## src/rtl/zs_pkg.sv

```systemverilog
package zs_pkg;
  typedef struct packed {
    logic pushHdr;
    logic pushRow;
    logic pushTrl;
  } zsStrobe_t;

  typedef enum logic [1:0] {
    KIND_NONE = 2'b00,
    KIND_DATA = 2'b01,
    KIND_HDR  = 2'b10,
    KIND_TRL  = 2'b11
  } zsKind_t;
endpackage

```

## src/rtl/zs_ctrl.sv

```systemverilog
module zs_ctrl
  import zs_pkg::*;
#(
  parameter int NUM_CH   = 8,
  parameter int IDX_W    = 14,
  parameter int MAX_WIN  = 10000,
  parameter int TRIG_W   = 16,
  parameter int CNT_W    = 17,
  parameter int FREE_W   = 5
) (
  input  logic              clk,
  input  logic              rstN,
  input  logic              trigIn,
  input  logic [IDX_W-1:0]  winLen,
  input  logic [NUM_CH-1:0] hitMask,
  input  logic [FREE_W-1:0] fifoFree,
  output zsStrobe_t         strobe,
  output logic [IDX_W-1:0]  sampIdx,
  output logic [TRIG_W-1:0] trigCnt,
  output logic [CNT_W-1:0]  sampCnt,
  output logic              ovfFlag
);
  typedef enum logic [1:0] {ST_IDLE, ST_CAPT, ST_TRAIL} ctrlState_t;

  localparam logic [IDX_W-1:0]  WIN_LIMIT = IDX_W'(MAX_WIN);
  localparam logic [FREE_W-1:0] MIN_FREE  = FREE_W'(2);

  ctrlState_t       state;
  logic [IDX_W-1:0] lastIdx;
  logic [IDX_W-1:0] effLen;
  logic             roomOk;

  assign effLen = (winLen > WIN_LIMIT) ? WIN_LIMIT : winLen;
  assign roomOk = (fifoFree >= MIN_FREE);

  always_comb begin
    strobe = '0;
    case (state)
      ST_IDLE:  strobe.pushHdr = trigIn && roomOk;
      ST_CAPT:  strobe.pushRow = (|hitMask) && roomOk;
      ST_TRAIL: strobe.pushTrl = 1'b1;
      default:  strobe = '0;
    endcase
  end

  always_ff @(posedge clk) begin
    if (!rstN) begin
      state   <= ST_IDLE;
      lastIdx <= '0;
      sampIdx <= '0;
      trigCnt <= '0;
      sampCnt <= '0;
      ovfFlag <= 1'b0;
    end else begin
      case (state)
        ST_IDLE: begin
          if (strobe.pushHdr) begin
            trigCnt <= trigCnt + 1'b1;
            sampIdx <= '0;
            sampCnt <= '0;
            ovfFlag <= 1'b0;
            lastIdx <= effLen - 1'b1;
            state   <= (effLen == '0) ? ST_TRAIL : ST_CAPT;
          end
        end
        ST_CAPT: begin
          if (strobe.pushRow) begin
            sampCnt <= sampCnt + CNT_W'($countones(hitMask));
          end else if (|hitMask) begin
            ovfFlag <= 1'b1;
          end
          if (sampIdx == lastIdx) begin
            state <= ST_TRAIL;
          end else begin
            sampIdx <= sampIdx + 1'b1;
          end
        end
        ST_TRAIL: state <= ST_IDLE;
        default:  state <= ST_IDLE;
      endcase
    end
  end
endmodule

```

## src/rtl/zs_datapath.sv

```systemverilog
module zs_datapath
  import zs_pkg::*;
#(
  parameter int NUM_CH     = 8,
  parameter int SAMPLE_W   = 12,
  parameter int IDX_W      = 14,
  parameter int FIFO_DEPTH = 16,
  parameter int TRIG_W     = 16,
  parameter int CNT_W      = 17,
  parameter int CH_W       = 3,
  parameter int FREE_W     = 5,
  parameter int WORD_W     = 31
) (
  input  logic                       clk,
  input  logic                       rstN,
  input  zsStrobe_t                  strobe,
  input  logic [NUM_CH*SAMPLE_W-1:0] sampleBus,
  input  logic [NUM_CH*SAMPLE_W-1:0] thresholdBus,
  input  logic [IDX_W-1:0]           sampIdx,
  input  logic [TRIG_W-1:0]          trigCnt,
  input  logic [CNT_W-1:0]           sampCnt,
  input  logic                       ovfFlag,
  input  logic                       outReady,
  output logic [NUM_CH-1:0]          hitMask,
  output logic [FREE_W-1:0]          fifoFree,
  output logic                       outValid,
  output logic [WORD_W-1:0]          outData
);
  localparam int VALS_W  = NUM_CH * SAMPLE_W;
  localparam int ENTRY_W = 2 + NUM_CH + VALS_W + IDX_W;
  localparam int PTR_W   = (FIFO_DEPTH > 1) ? $clog2(FIFO_DEPTH) : 1;
  localparam logic [PTR_W-1:0]  LAST_PTR = PTR_W'(FIFO_DEPTH - 1);
  localparam logic [FREE_W-1:0] DEPTH_V  = FREE_W'(FIFO_DEPTH);

  // per-channel strict comparators
  for (genvar c = 0; c < NUM_CH; c++) begin : gCmp
    assign hitMask[c] = sampleBus[c*SAMPLE_W +: SAMPLE_W] > thresholdBus[c*SAMPLE_W +: SAMPLE_W];
  end

  // queue entry assembly
  zsKind_t           wrKind;
  logic [NUM_CH-1:0] wrMask;
  logic [VALS_W-1:0] wrVals;
  logic [IDX_W-1:0]  wrIdx;
  logic              push;

  assign push = strobe.pushHdr | strobe.pushRow | strobe.pushTrl;

  always_comb begin
    wrKind = KIND_NONE;
    wrMask = '0;
    wrVals = '0;
    wrIdx  = '0;
    if (strobe.pushHdr) begin
      wrKind = KIND_HDR;
      wrVals = VALS_W'(trigCnt);
    end else if (strobe.pushRow) begin
      wrKind = KIND_DATA;
      wrMask = hitMask;
      wrVals = sampleBus;
      wrIdx  = sampIdx;
    end else if (strobe.pushTrl) begin
      wrKind = KIND_TRL;
      wrVals = VALS_W'({ovfFlag, sampCnt});
    end
  end

  // row queue
  logic [ENTRY_W-1:0] mem [FIFO_DEPTH];
  logic [PTR_W-1:0]   wrPtr, rdPtr;
  logic [FREE_W-1:0]  fillCnt;
  logic               pop;

  always_ff @(posedge clk) begin
    if (push) mem[wrPtr] <= {wrKind, wrMask, wrVals, wrIdx};
  end

  always_ff @(posedge clk) begin
    if (!rstN) begin
      wrPtr   <= '0;
      rdPtr   <= '0;
      fillCnt <= '0;
    end else begin
      if (push) wrPtr <= (wrPtr == LAST_PTR) ? '0 : wrPtr + 1'b1;
      if (pop)  rdPtr <= (rdPtr == LAST_PTR) ? '0 : rdPtr + 1'b1;
      fillCnt <= fillCnt + FREE_W'(push) - FREE_W'(pop);
    end
  end

  assign fifoFree = DEPTH_V - fillCnt;

  // head-of-queue serializer
  logic [ENTRY_W-1:0] head;
  zsKind_t            headKind;
  logic [NUM_CH-1:0]  headMask, doneMask, pendMask, selBit;
  logic [VALS_W-1:0]  headVals;
  logic [IDX_W-1:0]   headIdx;
  logic [CH_W-1:0]    selCh;
  logic               fire;

  assign head     = mem[rdPtr];
  assign headKind = zsKind_t'(head[ENTRY_W-1 -: 2]);
  assign headMask = head[ENTRY_W-3 -: NUM_CH];
  assign headVals = head[IDX_W +: VALS_W];
  assign headIdx  = head[IDX_W-1:0];
  assign pendMask = headMask & ~doneMask;

  always_comb begin
    selCh = '0;
    for (int c = NUM_CH - 1; c >= 0; c--) begin
      if (pendMask[c]) selCh = CH_W'(c);
    end
  end

  assign selBit   = NUM_CH'(1) << selCh;
  assign outValid = (fillCnt != '0);
  assign fire     = outValid && outReady;
  assign pop      = fire && ((headKind != KIND_DATA) || ((pendMask & ~selBit) == '0));

  always_comb begin
    if (headKind == KIND_DATA) begin
      outData = {KIND_DATA, selCh, headIdx, headVals[selCh*SAMPLE_W +: SAMPLE_W]};
    end else begin
      outData = {headKind, headVals[WORD_W-3:0]};
    end
  end

  always_ff @(posedge clk) begin
    if (!rstN) begin
      doneMask <= '0;
    end else if (pop) begin
      doneMask <= '0;
    end else if (fire) begin
      doneMask <= doneMask | selBit;
    end
  end
endmodule

```

## src/rtl/zs_capture.sv

```systemverilog
module zs_capture
  import zs_pkg::*;
#(
  parameter int NUM_CH     = 8,
  parameter int SAMPLE_W   = 12,
  parameter int IDX_W      = 14,
  parameter int MAX_WIN    = 10000,
  parameter int FIFO_DEPTH = 16,
  parameter int TRIG_W     = 16,
  localparam int CH_W      = $clog2(NUM_CH),
  localparam int CNT_W     = $clog2(MAX_WIN * NUM_CH + 1),
  localparam int FREE_W    = $clog2(FIFO_DEPTH + 1),
  localparam int WORD_W    = 2 + CH_W + IDX_W + SAMPLE_W
) (
  input  logic                       clk,
  input  logic                       rstN,
  input  logic                       trigIn,
  input  logic [NUM_CH*SAMPLE_W-1:0] sampleBus,
  input  logic [NUM_CH*SAMPLE_W-1:0] thresholdBus,
  input  logic [IDX_W-1:0]           winLen,
  input  logic                       outReady,
  output logic                       outValid,
  output logic [WORD_W-1:0]          outData
);
  zsStrobe_t         strobe;
  logic [NUM_CH-1:0] hitMask;
  logic [FREE_W-1:0] fifoFree;
  logic [IDX_W-1:0]  sampIdx;
  logic [TRIG_W-1:0] trigCnt;
  logic [CNT_W-1:0]  sampCnt;
  logic              ovfFlag;

  zs_ctrl #(
    .NUM_CH(NUM_CH), .IDX_W(IDX_W), .MAX_WIN(MAX_WIN),
    .TRIG_W(TRIG_W), .CNT_W(CNT_W), .FREE_W(FREE_W)
  ) uCtrl (
    .clk(clk), .rstN(rstN), .trigIn(trigIn), .winLen(winLen),
    .hitMask(hitMask), .fifoFree(fifoFree), .strobe(strobe),
    .sampIdx(sampIdx), .trigCnt(trigCnt), .sampCnt(sampCnt), .ovfFlag(ovfFlag)
  );

  zs_datapath #(
    .NUM_CH(NUM_CH), .SAMPLE_W(SAMPLE_W), .IDX_W(IDX_W), .FIFO_DEPTH(FIFO_DEPTH),
    .TRIG_W(TRIG_W), .CNT_W(CNT_W), .CH_W(CH_W), .FREE_W(FREE_W), .WORD_W(WORD_W)
  ) uData (
    .clk(clk), .rstN(rstN), .strobe(strobe), .sampleBus(sampleBus),
    .thresholdBus(thresholdBus), .sampIdx(sampIdx), .trigCnt(trigCnt),
    .sampCnt(sampCnt), .ovfFlag(ovfFlag), .outReady(outReady),
    .hitMask(hitMask), .fifoFree(fifoFree), .outValid(outValid), .outData(outData)
  );
endmodule

```

## config.mk

```make
export PLATFORM = sky130hd
export DESIGN_NAME = zs_capture
export DESIGN_NICKNAME = d
export VERILOG_FILES = /design/src/rtl/zs_pkg.sv /design/src/rtl/zs_ctrl.sv /design/src/rtl/zs_datapath.sv /design/src/rtl/zs_capture.sv
export SDC_FILE = /design/constraint.sdc
export NUM_CORES = 2
export LEC_CHECK = 0
export ABC_AREA = 1
export BUFFER_PORTS_ARGS = -buffer_cell sky130_fd_sc_hd__buf_2
export CAP_MARGIN = 10
export CORE_MARGIN = 3
export CORE_UTILIZATION = 30
export CTS_CLUSTER_SIZE = 16
export DETAILED_ROUTE_END_ITERATION = 10
export PLACE_DENSITY_LB_ADDON = 0.05
export SLEW_MARGIN = 5
export SYNTH_ARGS = -nofsm -noshare
export SYNTH_HDL_FRONTEND = slang
export SYNTH_HIERARCHICAL = 1
export SYNTH_SLANG_ARGS = --single-unit
```

## constraint.sdc

```tcl
create_clock -name clk -period 14.2 [get_ports clk]
set_input_delay 1.42 -clock clk [delete_from_list [all_inputs] [get_ports clk]]
set_output_delay 1.42 -clock clk [all_outputs]
set_load 0.05 [all_outputs]
```

==> impl_metrics.toml <==
[floorplanning]
io_pins = 242
die_area_um2 = 286500
core_area_um2 = 277700
die_h_um = 535.3
initial_core_util = 0.3026
row_count = 193
die_w_um = 535.3

[clock_tree]
cts_root_buf = "clkbuf_16"
clkTransAtPathRegs_ns = 0.06
cts_resized = 0
clock-sinks = 2009
h-tree-depth = 4
cts_buffers = 232
ctsHoldBuffers = 0
post-cts-setup-buffer-count = 0
worstSkewPairLatency_ns = 0.90
cts_tree = "yes"
clockBufferDepth = 4

[routing]
dr.pass1.iters = 6
vias = 56380
vias_per_cell = 5.135
wirelength_um = 301600
wl_per_cell_um = 27.47
ant_nets = 0
drc = 0
drt_iter0_drc = 4691

[global_route]
grt_max_degree = 193
antenna_found_initial = 16
grtUsageTotal = 0.2054
overflow = 0
first_global_vias = 55730
grt_pass1_wl_um = 428000

[worst_setup_path]
critPathSlowestCell = "a21oi_1"
cp-end-kind = "output port"
path_class = "reg -> out"
r2r_start = "uData/fillCnt[1]$_SDFF_PN0_"
critPathMostFrequentCell = "nand2_1"
worst-path-max-fanout = 62
setup.worst_path.start_class = "flop"
ff2ff_path_depth = 20
crit_arrival_ns = 7.06
critical_path.cell_chain = "buf_4, buf_4, nor2_1, o21ai_0, nand3_1, nand3_1, nand2_1, nand2_1, nand2_1, nand2_1, nand2_1, nand2_1, nand2_2, a21boi_4, nand2_2, a21oi_1, o21ai_0, nand3_1, buf_2"
cp.required_ns = 12.78
r2r_setup_slack_ns = 7.89
cpPeakStageDelay_ns = 1.05
r2r_end = "uData/mem[11][55]$_DFFE_PP_"

[timing]
period_needed_ns = 8.482
finalHoldViolCount = 0
fin_worst_skew_ns = 0.05678
finalMaxSlewViolations = 0
finalSetupViolCount = 0
rsz0062_at_grt = "no"
worst_pin_slew_ns = 1.269
maxSlewHeadroom = 0.1509
max_freq_mhz = 117.9
fin_hold_ws_ns = 0.4647
fin_crit_sh = 0.5973
setup_tns_ns = 0

[yosys]
avgSynthCellArea_um2 = 12.13
syn_inst = 6928
ys_warn_count = 6
synthesis.area_um2 = 84040
synth_nets = 7265

[min_path]
hold_class = "reg -> reg"
whs_endpoint = "uCtrl/lastIdx[6]$_SDFFE_PN0P_"
hold_start = "uCtrl/lastIdx[6]$_SDFFE_PN0P_"
hold_depth = 2

[power]
p_sw_mw = 8.531
p_int_mw = 12.21
p_clk_frac = 0.276
p_per_area_nw_per_um2 = 214.5
seqPwrFrac = 0.362
ir_worst_vdd_uv = 166.2
total_power_mw = 20.74
swShare = 0.4112
p_leak_nw = 33.09
combPwrFrac = 0.362

[outcome]
outcome = "completed"

[place]
port_buffers = 241
place_area_um2 = 89540
gp_congestion = 0.7774
dp_hpwl_um = 166900

[run]
maxCapViolations = 0

[final_layout]
nNetsFinal = 7431
fill_cells = 27640
syn2layout_area_growth_pct = 15.07
fin_util = 0.3482
drive_above_1_share = 0.1089
stdcell_area_um2 = 96710
## layout by cell type, fill, tap and decap left out, types with 5 or more instances in the layout
master and instances:
nand2_2 11, a22oi_1 14, clkinv_1 54, xor2_1 15
fa_1 6, nor3_1 18, edfxtp_1 1920, o21ai_2 9
buf_4 123, o21a_1 10, dfxtp_1 85, inv_2 11
diode_2 5, clkbuf_1 60, ha_1 121, nor2_1 1205
clkbuf_8 7, bufinv_16 14, nand4_1 36, xnor2_1 17
a21o_1 9, clkinv_2 32, o21ai_1 22, a211oi_1 6
o211ai_1 92, inv_1 279, o21ai_0 1037, o22ai_1 161
nand3_1 227, nor2_4 21, buf_12 19, clkbuf_16 236
a21oi_2 9, nand2_1 633, a31oi_1 28, nor2_2 23
a21oi_1 111, o221ai_1 291, buf_2 241
## worst max-delay path: cells and delay by family (launching register included)
family	cells	cell delay, ns
buffers and inverters	3	1.73
DFF	1	0.94
AOI/OAI and AO/OA	4	1.71
and+or+nand+nor	12	1.74
## how the worst max path moves through the flow
stage	to	slack, ns	cells after the start
final	outData[11]	5.72	19
after global routing	outData[1]	5.30	21
after CTS	outData[11]	5.41	19
after detailed placement	uData/mem[11][67]$_DFFE_PP_	5.64	19
after global placement	uData/mem[11][67]$_DFFE_PP_	5.72	19
after floorplan	uData/mem[15][0]$_DFFE_PP_	5.16	21
## through the flow
step,cells,setup WS [ns]
4_1_cts,10970,5.413
6_report,10980,5.718
2_1_floorplan,6928,5.157
3_5_place_dp,10560,5.639
3_3_place_gp,10560,5.716
5_1_grt,10980,5.299
## area by class of cell
class | instances | area (um2) | area share
inverter | 298 | 1167 | 0.01207
clock inverter | 104 | 844.6 | 0.008733
multi-input combinational | 4169 | 21820 | 0.2256
timing repair buffer | 384 | 2521 | 0.02607
clock buffer | 307 | 6257 | 0.06470
antenna | 5 | 12.51 | 0.0001294
tap | 3705 | 4636 | 0.04794
sequential | 2009 | 59450 | 0.6148
## routing by layer
layer / wire [um] / global-route usage / part of all wire
met1: 139500 / 0.2879 / 0.46
met2: 145700 / 0.3444 / 0.48
met3: 10860 / 0.02192 / 0.036
met4: 5550 / 0.04166 / 0.018
met5: 0 / 0 / 0
## flip-flops by register name, indices dropped and copies added (netlist names), named ones only
name / count
uCtrl/lastIdx: 14
uCtrl/ovfFlag: 1
uCtrl/sampCnt: 17
uCtrl/sampIdx: 14
uCtrl/state: 2
uCtrl/trigCnt: 16
uData/doneMask: 8
uData/fillCnt: 5
uData/mem: 1920
uData/rdPtr: 4
uData/wrPtr: 4
## power groups by stage
stage          combinational, mW  sequential (mW)  clock [mW]
2_1_floorplan               4.24             7.60           0
3_3_place_gp                7.70             7.63           0
3_5_place_dp                7.69             7.63           0
4_1_cts                     7.71             7.51        5.89
5_1_grt                     8.15             7.55        6.12
6_report                    7.51             7.50        5.73
No activity file was read; power rests on OpenSTA's default activity.
